**config.mk**
```make
export PLATFORM = sky130hd
export DESIGN_NAME = qdc_top
export DESIGN_NICKNAME = d
export VERILOG_FILES = /design/src/rtl/qdc_pkg.sv /design/src/rtl/qdc_chan_filter.sv /design/src/rtl/qdc_step_decode.sv /design/src/rtl/qdc_pos_counter.sv /design/src/rtl/qdc_top.sv
export SDC_FILE = /design/constraint.sdc
export NUM_CORES = 1
export LEC_CHECK = 0
export BUFFER_PORTS_ARGS = -buffer_cell sky130_fd_sc_hd__buf_4
export CORE_ASPECT_RATIO = 1.5
export CORE_UTILIZATION = 45
export DETAILED_ROUTE_END_ITERATION = 6
export PLACE_DENSITY = 0.68
export REMOVE_ABC_BUFFERS = 1
export SYNTH_ARGS = -nofsm -noshare
export SYNTH_HDL_FRONTEND = slang
export SYNTH_HIERARCHICAL = 1
export SYNTH_SLANG_ARGS = --single-unit
```
**constraint.sdc**
```tcl
create_clock -name clk -period 4.65 [get_ports clk]
set_input_delay 0.465 -clock clk [delete_from_list [all_inputs] [get_ports clk]]
set_output_delay 0.465 -clock clk [all_outputs]
set_load 0.1 [all_outputs]
```
**src/rtl/qdc_pkg.sv**
```systemverilog
package qdc_pkg;

    typedef enum logic [1:0] {
        RES_FULL = 2'b00,
        RES_HALF = 2'b01,
        RES_QTR  = 2'b10,
        RES_ALT  = 2'b11
    } res_e;

    typedef struct packed {
        logic a;
        logic b;
    } quad_t;

    typedef struct packed {
        logic up;
        logic dn;
        logic both;
    } step_t;

    // Ring position of a channel pair in the forward direction
    function automatic logic [1:0] phase_of(quad_t q);
        logic [1:0] ph;
        unique case ({q.a, q.b})
            2'b10:   ph = 2'd0;
            2'b11:   ph = 2'd1;
            2'b01:   ph = 2'd2;
            default: ph = 2'd3;
        endcase
        return ph;
    endfunction

endpackage

```
**src/rtl/qdc_chan_filter.sv**
```systemverilog
module qdc_chan_filter #(
    parameter int SYNC_STAGES = 2,
    parameter int HOLD        = 3
) (
    input  logic clk,
    input  logic rst_n,
    input  logic raw_i,
    output logic level_o
);
    localparam int HW = HOLD - 1;

    logic [SYNC_STAGES-1:0] sync_q;
    logic [HW-1:0]          hist_q;
    logic [HW:0]            window;
    logic                   smp;
    logic                   level_q;

    assign smp    = sync_q[SYNC_STAGES-1];
    assign window = {hist_q, smp};

    always_ff @(posedge clk) begin
        if (!rst_n) begin
            sync_q  <= '0;
            hist_q  <= '0;
            level_q <= 1'b0;
        end else begin
            sync_q <= {sync_q[SYNC_STAGES-2:0], raw_i};
            hist_q <= window[HW-1:0];
            if (&window)
                level_q <= 1'b1;
            else if (~|window)
                level_q <= 1'b0;
        end
    end

    assign level_o = level_q;
endmodule

```
**src/rtl/qdc_step_decode.sv**
```systemverilog
module qdc_step_decode
    import qdc_pkg::*;
(
    input  logic       clk,
    input  logic       rst_n,
    input  logic [1:0] res_i,
    input  quad_t      cur_i,
    output quad_t      prev_o,
    output step_t      step_o,
    output logic       fault_o
);
    quad_t      prev_q;
    logic       fault_q;
    logic [1:0] p_ph, c_ph;
    logic       fwd, bwd, both;
    step_t      step;

    always_comb begin
        p_ph = phase_of(prev_q);
        c_ph = phase_of(cur_i);
        fwd  = (c_ph == p_ph + 2'd1);
        bwd  = (c_ph == p_ph - 2'd1);
        both = (cur_i.a != prev_q.a) && (cur_i.b != prev_q.b);
        step      = '0;
        step.both = both;
        unique case (res_e'(res_i))
            RES_HALF: begin
                step.up = fwd && !c_ph[0];
                step.dn = bwd &&  c_ph[0];
            end
            RES_QTR: begin
                step.up = fwd && (c_ph == 2'd0);
                step.dn = bwd && (c_ph == 2'd1);
            end
            default: begin
                step.up = fwd;
                step.dn = bwd;
            end
        endcase
    end

    always_ff @(posedge clk) begin
        if (!rst_n) begin
            prev_q  <= '0;
            fault_q <= 1'b0;
        end else begin
            prev_q <= cur_i;
            if (both)
                fault_q <= 1'b1;
        end
    end

    assign prev_o  = prev_q;
    assign step_o  = step;
    assign fault_o = fault_q;
endmodule

```
**src/rtl/qdc_pos_counter.sv**
```systemverilog
module qdc_pos_counter
    import qdc_pkg::*;
#(
    parameter int W = 32
) (
    input  logic         clk,
    input  logic         rst_n,
    input  step_t        step_i,
    output logic [W-1:0] cnt_o
);
    logic [W-1:0] cnt_q;

    always_ff @(posedge clk) begin
        if (!rst_n)
            cnt_q <= '0;
        else if (step_i.up && !step_i.both)
            cnt_q <= cnt_q + W'(1);
        else if (step_i.dn && !step_i.both)
            cnt_q <= cnt_q - W'(1);
    end

    assign cnt_o = cnt_q;
endmodule

```
**src/rtl/qdc_top.sv**
```systemverilog
module qdc_top
    import qdc_pkg::*;
#(
    parameter int CNT_W       = 32,
    parameter int SYNC_STAGES = 2,
    parameter int HOLD        = 3
) (
    input  logic             clk,
    input  logic             rst_n,
    input  logic [1:0]       res_i,
    input  logic             enc_a_i,
    input  logic             enc_b_i,
    output logic [CNT_W-1:0] pos_o,
    output logic             fault_o
);
    localparam int NCH = 2;

    logic [NCH-1:0] raw_bits;
    logic [NCH-1:0] lvl_bits;
    quad_t          cur_st;
    quad_t          prev_st;
    step_t          step;
    logic [1:0]     filt_st;
    logic [1:0]     last_st;

    assign raw_bits = {enc_a_i, enc_b_i};

    for (genvar g = 0; g < NCH; g++) begin : g_chan
        qdc_chan_filter #(
            .SYNC_STAGES(SYNC_STAGES),
            .HOLD       (HOLD)
        ) u_filt (
            .clk    (clk),
            .rst_n  (rst_n),
            .raw_i  (raw_bits[g]),
            .level_o(lvl_bits[g])
        );
    end

    assign cur_st  = quad_t'(lvl_bits);
    assign filt_st = lvl_bits;
    assign last_st = {prev_st.a, prev_st.b};

    qdc_step_decode u_dec (
        .clk    (clk),
        .rst_n  (rst_n),
        .res_i  (res_i),
        .cur_i  (cur_st),
        .prev_o (prev_st),
        .step_o (step),
        .fault_o(fault_o)
    );

    qdc_pos_counter #(.W(CNT_W)) u_cnt (
        .clk   (clk),
        .rst_n (rst_n),
        .step_i(step),
        .cnt_o (pos_o)
    );
endmodule

```
# Word level (Yosys, flattened, before mapping)
# Cells that the tools add are included.
# W data, S select, Z words.
# totals
inputBits	6
reg_bits	45
out_inout_bits	33
word_cells	53
# classes
n_reduce_logical	15
muxes	9
n_eq_ne	15
n_addsub	4
# ops
op	count
$mux W32	2
$add A32 B1 Y32 const B	1
$sub A32 B1 Y32 const B	1
$pmux W2 S3	2
$eq A2 B2 Y1 const B	5
$eq A2 B1 Y1 const B	4
$logic_and A1 B1 Y1	7
$reduce_and A3 Y1	2
$reduce_or A3 Y1	2
$eq A2 B2 Y1	2
$mux W1	4
$ne A2 B1 Y1 const B	2
$pmux W2 S2	1
$add A2 B1 Y2 const B	1
$logic_not A1 Y1	2
$logic_not A2 Y1	1
$ne A1 B1 Y1	2
$reduce_bool A2 Y1	1
$sub A2 B1 Y2 const B	1

# Depth between registers and ports, before layout
# Gate-level depths: netlist of the first run.
# depth
word_depth	9
mapped_depth	17
ltp_nobuf	17

# By module
# Netlist of the first run, hierarchy kept.
# by_module_without_submodules
mod	cells_per_inst	seq_area_each_um2	area_each_um2	instances
qdc_pos_counter	371	640.6	2875.3	1
qdc_step_decode	37	60.1	326.6	1
qdc_chan_filter	13	100.1	147.6	2

# Worst setup path after synthesis of the first run
# Ideal clock, no wire load.
# synth_timing
path_kind	register to register
from	register g_chan[0].u_filt.level_q
to	register u_cnt.cnt_q[28] (netlist: u_cnt/cnt_o[28])
setup_slack_ns	0.374
stages_incl_launch_ff	16
required_time_ns	4.529
setup_time_ns	0.121
path_buffers	0
period_less_slack_ns	4.276
arrival_ns	4.154
path_cell_list	dfxtp_1 inv_1 ha_1 nand2b_1 a211oi_1 nand2b_1 ha_1 a21o_1 a31oi_1 a41oi_2 a31oi_4 o31ai_2 a221o_2 o221ai_2 xor2_1 o21ai_1
# synth_rtl
element	line_no	text
start, declared	qdc_chan_filter.sv:16	logic level_q;
start signal, assigned	qdc_chan_filter.sv:25	level_q <= 1'b0;
start signal, assigned	qdc_chan_filter.sv:30	level_q <= 1'b1;
start signal, assigned	qdc_chan_filter.sv:32	level_q <= 1'b0;
end signal, assigned	qdc_pos_counter.sv:17	cnt_q <= cnt_q + W'(1);
end signal, assigned	qdc_pos_counter.sv:19	cnt_q <= cnt_q - W'(1);
end, declared	qdc_pos_counter.sv:11	logic [W-1:0] cnt_q;

==> run summary, run 1 <==
## Worst setup path
• **crit path kind** flop to flop
• **type of destination of the critical path** flop
• **startpoint of the worst setup timing path** g_chan[0].u_filt/level_o
• **worst-path cell with the longest stage delay** dfxtp_1
• **R2R depth** 16
• **critical-path cell list** inv_1 -> ha_1 -> nand2b_1 -> a211oi_1 -> nand2b_1 -> buf_12 -> ha_1 -> a21o_1 -> a31o_2 -> nor2_2 -> o211ai_1 -> a31oi_1 -> a41oi_1 -> mux2i_1 -> xnor2_1 -> and2_1
• **Setup crit start kind** flop
• **maximum fanout encountered on the critical timing path** 34
• **RR Endpoint** u_cnt/cnt_o[31]
• **data arrival time of the critical path** 4.31 ns
• **capturing instance or port of the critical path** u_cnt/cnt_o[31]
• **peak per-stage delay on the critical path** 0.45 ns
• **r2r setup slk** 0.52 ns
• **launch instance of the worst register-to-register path** g_chan[0].u_filt/level_o
• **required time of the critical path** 4.84 ns

## Placed design
• **DPL Wire Length** 5.72 mm
• **cell area after placement** 3820 um2
• **final weighted congestion of routability-driven global placement** 0.908
• **placed insts** 559
• **PortBufs** 38

## Yosys
• **register area share after synthesis** 25.8%
• **Yosys top cell area share** 25.8%
• **post-synthesis average cell area** 8.06 um2
• **dominant combinational cell family by area after synthesis** compound AO/OA/AOI/OAI gates
• **fraction of the mapped netlist area in compound gates** 25.4%
• **gate count of the mapped netlist** 434
• **most common library cells after synthesis** 61 x nand2_1, 57 x a21oi_1, 45 x dfxtp_1, 42 x ha_1, 22 x nor2_1
• **top cells by area, synth** dfxtp_1 26%, ha_1 15%, a21oi_1 8.2%
• **post-synthesis share of cell area spent on full adders, half adders and majority gates** 15.6%
• **Main synth FF type** dfxtp_1
• **Yosys top cell by area** dfxtp_1
• **fraction of registers with async set/reset** 0%
• **area share of and/or/nand/nor cells after synthesis** 19.5%
• **Yosys warning total** 6
• **most common cell in the netlist** nand2_1
• **count of unique library cells instantiated by Yosys** 64
• **number of synthesized register bits** 45
• **Post-synth EDFFs** 0
• **multiplexer share of the synthesized area** 0.608%
• **share of the synthesized netlist area taken by xor and xnor gates** 7.51%
• **summed instance area of the synthesized netlist** 3500 um2

## Global route
• **vias in the first global route** 2964
• **initial antenna violation count** 0
• **M3 GR Usage** 2.66%
• **largest net degree at the start of global routing** 35
• **peak-usage layer in the global routing report** met2
• **all-layer global routing usage** 20.5%
• **wire length of the first global-routing pass** 13.2 mm
• **global routing usage on met1** 23.9%
• **global route overflow** 0
• **met2 track utilization from global routing** 36.7%

## Floorplan
• **Die Span Y** 110 um
• **horizontal die dimension** 74.0 um
• **io pins** 39
• **row cnt** 39
• **Die Outline Area** 8140 um2
• **Starting Density** 46.2%
• **Core Box Area** 7560 um2

## Clock tree
• **Clock Sink Count** 45
• **hold buffer count at cts** 0
• **Reg clk slew, reported paths** 0.06 ns
• **Max Buffers Root-to-Sink** 2
• **setup bufs post-CTS** 0
• **post-cts gate resize count** 0
• **clock root cell** clkbuf_16
• **TritonCTS clock tree** done
• **number of H-tree branching levels** 2
• **clock buffers created by TritonCTS** 5
• **Worst-Skew Late Latency** 0.29 ns

## Drt
• **post-detailed-route via-to-cell ratio** 5.41
• **count of vias placed by the detailed router** 3067
• **DRC viols** 0
• **Detailed Route WL** 7.67 mm
• **number of routed nets with antenna violations** 0
• **Routed wire per std cell** 13.5 um
• **DRT Pass-1 Iters** 4
• **DR iter-0 viols** 145

## Timing
• **final count of hold timing violations** 0
• **count of pins over their slew limit** 0
• **fmax** 242 MHz
• **Fin Setup TNS** 0 ns
• **max_slew headroom** 48.6%
• **Worst Tran Pin Value** 0.766 ns
• **fin crit share** 88.7%
• **final period demand of the worst path** 4.13 ns
• **Finish-stage setup viols** 0
• **RSZ-0062 raised after global routing** false
• **worst-case clock skew** 0.00533 ns
• **worst hold margin** 0.392 ns

## Pwr
• **Peak supply drop** 0.115 mV
• **total design power** 0.000829 W
• **Leakage Power** 1.82 nW
• **power density cells** 208 nW/um2

## Final layout
• **layout cell share with drive strength beyond 1** 16.1%
• **layout overhead on the synthesized area** 14.1%
• **count of inserted antenna diode cells** 0
• **layout net count** 513
• **final design area excluding fillers** 3990 um2
• **non-filler instance count after layout** 567

## Run status
• **result of the run** complete, no violations

## Hold path
• **Hold Crit Class** input pin to flop

## Job
• **max-cap check violation count** 0

[placed cells by master, fill, tap and decap left out, drive strengths merged, types with 2 or more instances in the layout]
| cell type | instances |
|---|---|
| a211oi | 4 |
| nor3 | 3 |
| xor2 | 9 |
| buf | 40 |
| a41oi | 2 |
| dfxtp | 45 |
| nor2b | 6 |
| o21a | 3 |
| o211ai | 5 |
| nand3 | 18 |
| a31oi | 7 |
| o21ai | 17 |
| nor2 | 23 |
| a21o | 13 |
| xnor2 | 21 |
| clkbuf | 5 |
| or2 | 5 |
| o2111ai | 4 |
| and2 | 10 |
| a31o | 3 |
| ha | 42 |
| inv | 21 |
| and3 | 3 |
| nand2 | 61 |
| nand4 | 2 |
| nand2b | 5 |
| and4 | 2 |
| a21oi | 58 |
| o21bai | 2 |
| a311oi | 2 |
| o31ai | 3 |
| nor3b | 2 |
[flip-flops by register name, summed over array words and instances, names as in the netlist]
| signal | count |
|---|---|
| g_chan.u_filt/level_o | 2 |
| u_cnt/cnt_o | 32 |
| u_dec/prev_o | 2 |
| g_chan.u_filt/sync_q | 4 |
| u_dec/fault_o | 1 |
| g_chan.u_filt/hist_q | 4 |
[worst max-delay path: cells and delay by family (launching register included)]
kind | cells | cell delay, ns
flops | 1 | 0.45
xor+xnor | 1 | 0.13
compound gates | 6 | 1.60
buf+inv | 2 | 0.31
fa+ha+maj | 2 | 0.73
simple gates | 4 | 0.63
mux | 1 | 0.17
[metal layers]
layer | routed length [um] | vias up
li1 | - | 1602
met1 | 3380 | 1411
met2 | 3950 | 46
met3 | 233 | 8
met4 | 102 | 0
met5 | 0 | -
[metrics by stage]
stage | worst slack, ns | util, %
final | 0.524 | 52.8
after CTS | 0.531 | 52.8
after floorplan | 0.374 | -
after detailed placement | 0.551 | 50.5
after global routing | 0.209 | 52.8
after global placement | 0.565 | 50.5
[power breakdown]
| part | leakage [nW] | switching, W | internal [W] |
|---|---|---|---|
| sequential | 0.363 | 0.00000100 | 0.000388 |
| combinational | 1.38 | 0.0000138 | 0.00000923 |
| clock | 0.0848 | 0.000160 | 0.000257 |
| total | 1.82 | 0.000175 | 0.000654 |
[cells by family (layout without fill, tap and decap cells)]
group,after synthesis,after routing
fa+ha+maj,43,43
flops,45,45
compound gates,134,134
xor+xnor,30,30
simple gates,143,143
buf+inv,37,68
mux,2,2
[how the worst min path moves through the flow]
stage                                     from                         end  slack, ns  cells past startpoint
floorplan           g_chan[0].u_filt/hist_q[0]  g_chan[0].u_filt/hist_q[1]       0.40                      2
detailed placement  g_chan[0].u_filt/hist_q[0]  g_chan[0].u_filt/hist_q[1]       0.43                      2
global placement    g_chan[0].u_filt/hist_q[0]  g_chan[0].u_filt/hist_q[1]       0.42                      2
global route                           enc_a_i  g_chan[1].u_filt/sync_q[0]       0.38                      2
finish                                 enc_a_i  g_chan[1].u_filt/sync_q[0]       0.39                      2
CTS                                    enc_a_i  g_chan[1].u_filt/sync_q[0]       0.39                      2
[final cells by class]
cell class,instances,area [um2]
clock buffer,5,125
clock inverter,3,47.5
fill,730,3570
inverter,20,75.1
multi-input combinational,352,2400
sequential,45,901
tap,102,128
timing repair buffer,40,313
No activity file was read; power rests on OpenSTA's default activity.
==> run 2: changes to the inputs <==
--- a/config.mk
+++ b/config.mk
@@ -6,10 +6,12 @@
 export NUM_CORES = 1
 export LEC_CHECK = 0
 export BUFFER_PORTS_ARGS = -buffer_cell sky130_fd_sc_hd__buf_4
+export CELL_PAD_IN_SITES_DETAIL_PLACEMENT = 1
+export CELL_PAD_IN_SITES_GLOBAL_PLACEMENT = 1
 export CORE_ASPECT_RATIO = 1.5
-export CORE_UTILIZATION = 45
+export CORE_UTILIZATION = 44
 export DETAILED_ROUTE_END_ITERATION = 6
-export PLACE_DENSITY = 0.68
+export PLACE_DENSITY_LB_ADDON = 0.1
 export REMOVE_ABC_BUFFERS = 1
 export SYNTH_ARGS = -nofsm -noshare
 export SYNTH_HDL_FRONTEND = slang
==> run 2 against run 1 <==
Die area increased by 2.2%. Via count increased by 3.8%. Combinational power increased by 3%. Fmax decreased by 2.8%. Worst hold slack about the same. Clock skew increased by 0.0022 ns. Highest routed layer unchanged.
==> run summary, run 2 (synthesis gave the netlist of run 1 again) <==
## Global route
• **vias in the first global route** 3300, +11%
• **largest net degree at the start of global routing** 29, -17%
• **global route overflow** 0, unchanged
• **initial antenna violation count** 0, unchanged
• **wire length of the first global-routing pass** 15.2 mm, +16%
• **all-layer global routing usage** 23.4%, +3.0 points

## Worst setup path
• **peak per-stage delay on the critical path** 0.46 ns, about the same
• **maximum fanout encountered on the critical timing path** 12, -65%
• **Worst path top cell family by delay** compound AO/OA/AOI/OAI gates
• **required time of the critical path** 4.85 ns, about the same
• **type of destination of the critical path** flop
• **crit path kind** flop to flop
• **worst-path cell with the longest stage delay** dfxtp_1
• **number of buffers and inverters on the critical path** 2, unchanged
• **data arrival time of the critical path** 4.44 ns, +0.13 ns
• **critical-path cell list** inv_1 -> ha_1 -> nand2b_1 -> a211oi_1 -> nand2b_1 -> buf_4 -> ha_1 -> a21o_1 -> a21oi_1 -> a31oi_1 -> a31oi_4 -> o211ai_1 -> o21ai_1 -> a21oi_1 -> mux2_2 -> o22ai_1
• **Setup crit start kind** flop

## Timing
• **count of pins over their slew limit** 0, unchanged
• **Worst Tran Pin Value** 0.812 ns, +0.0463 ns
• **Finish-stage setup viols** 0, unchanged
• **RSZ-0062 raised after global routing** false
• **fin crit share** 91.3%, +2.6 points
• **worst-case clock skew** 0.00752 ns, +0.00219 ns
• **final count of hold timing violations** 0, unchanged
• **max_slew headroom** 45.5%, -3.1 points
• **final period demand of the worst path** 4.25 ns, +0.120 ns
• **Fin Setup TNS** 0 ns, unchanged
• **fmax** 236 MHz, -2.8%

## Job
• **max-cap check violation count** 0, unchanged

## Clock tree
• **Clock Sink Count** 45, unchanged
• **post-cts gate resize count** 0, unchanged
• **TritonCTS clock tree** done
• **Worst-Skew Late Latency** 0.30 ns, about the same
• **Max Buffers Root-to-Sink** 2, unchanged
• **Reg clk slew, reported paths** 0.07 ns, about the same
• **clock root cell** clkbuf_16
• **clock buffers created by TritonCTS** 5, unchanged
• **number of H-tree branching levels** 2, unchanged
• **hold buffer count at cts** 0, unchanged
• **setup bufs post-CTS** 0, unchanged

## Final layout
• **layout overhead on the synthesized area** 14.4%
• **filler instances** 973, +33%
• **most used cells in the layout excluding fill and tap cells** 61 x nand2_1, 57 x a21oi_1, 45 x dfxtp_1, 43 x buf_4, 42 x ha_1
• **count of inserted antenna diode cells** 0, unchanged
• **most common cell after layout, fill and taps aside** nand2_1
• **combined area of the multi-input logic cells** 2400 um2, unchanged
• **layout cell share with drive strength beyond 1** 16.7%, +0.54 points
• **final design utilization** 52.2%, -0.54 points
• **Largest register FFs** 32, unchanged
• **final design area excluding fillers** 4000 um2, +0.25%
• **layout net count** 516, +0.58%
• **Register Area** 901 um2, unchanged

## Pwr
• **power density cells** 209 nW/um2, +0.57%
• **Peak supply drop** 0.158 mV, +37%
• **Leakage Power** 1.83 nW, +0.33%
• **total design power** 0.000836 W, +0.82%

## Floorplan
• **Die Outline Area** 8320 um2, +2.2%
• **Starting Density** 45.6%, -0.59 points
• **io pins** 39, unchanged
• **row cnt** 39, unchanged
• **Core Box Area** 7660 um2, +1.3%
• **Die Span Y** 111 um, +1.1%
• **horizontal die dimension** 74.8 um, +1.1%

## Drt
• **number of routed nets with antenna violations** 0, unchanged
• **Routed wire per std cell** 15.8 um, +17%
• **DR iter-0 viols** 85, -41%
• **post-detailed-route via-to-cell ratio** 5.58, +3.2%
• **count of vias placed by the detailed router** 3183, +3.8%
• **Detailed Route WL** 9.01 mm, +18%
• **DRC viols** 0, unchanged
• **DRT Pass-1 Iters** 4, unchanged

## Placed design
• **PortBufs** 38, unchanged
• **cell area after placement** 3830 um2, +0.26%
• **final weighted congestion of routability-driven global placement** 0.912, +0.43%
• **DPL Wire Length** 6.80 mm, +19%

## Run status
• **result of the run** complete, no violations

## Hold path
• **Hold Crit Class** input pin to flop

## run 2: cell count changes in the layout (fill, tap and decap cells not counted), sizes merged
cell,previous run,this run
buf,40,43
## run 2: layer usage
| metal | part of all wire, % | wire length [um] | global-route usage, % |
|---|---|---|---|
| met5 | 0 | 0 | 0 |
| met4 | 1.9 | 167 | 7.42 |
| met3 | 2.5 | 221 | 3.36 |
| met2 | 54 | 4830 | 43.2 |
| met1 | 42 | 3800 | 26.4 |
## run 2: worst paths after layout
path	to	slack, ns	depth (start not counted)	start
worst min register to register	g_chan[0].u_filt/hist_q[1]	0.45	2	g_chan[0].u_filt/hist_q[0]
worst min-delay path	g_chan[0].u_filt/sync_q[0]	0.39	2	enc_b_i
worst max register to register	u_cnt/cnt_o[26]	0.40	16	g_chan[0].u_filt/level_o
worst max-delay path	u_cnt/cnt_o[26]	0.40	16	g_chan[0].u_filt/level_o
## run 2: final cells by class
class                           count  share of cell area (%)
Multi-Input combinational cell    352                    60.0
Sequential cell                    45                    22.5
Timing Repair Buffer               43                    8.07
Tap cell                          102                    3.19
Clock buffer                        5                    3.13
Inverter                           20                    1.88
Clock inverter                      3                    1.19
## run 2: power breakdown
| group | total [W] | internal (W) | leakage [nW] | switching [W] |
|---|---|---|---|---|
| Combinational | 0.0000236 | 0.00000922 | 1.38 | 0.0000143 |
| Clock | 0.000423 | 0.000258 | 0.0848 | 0.000166 |
| Sequential | 0.000389 | 0.000388 | 0.363 | 0.00000106 |
## run 2: metrics by stage
step	setup WS, ns	instances	hold slack (ns)
6_report	0.405	570	0.392
5_1_grt	0.0966	570	0.400
4_1_cts	0.403	570	0.388
3_5_place_dp	0.423	562	0.441
3_3_place_gp	0.504	562	0.420
2_1_floorplan	0.374	417	0.404
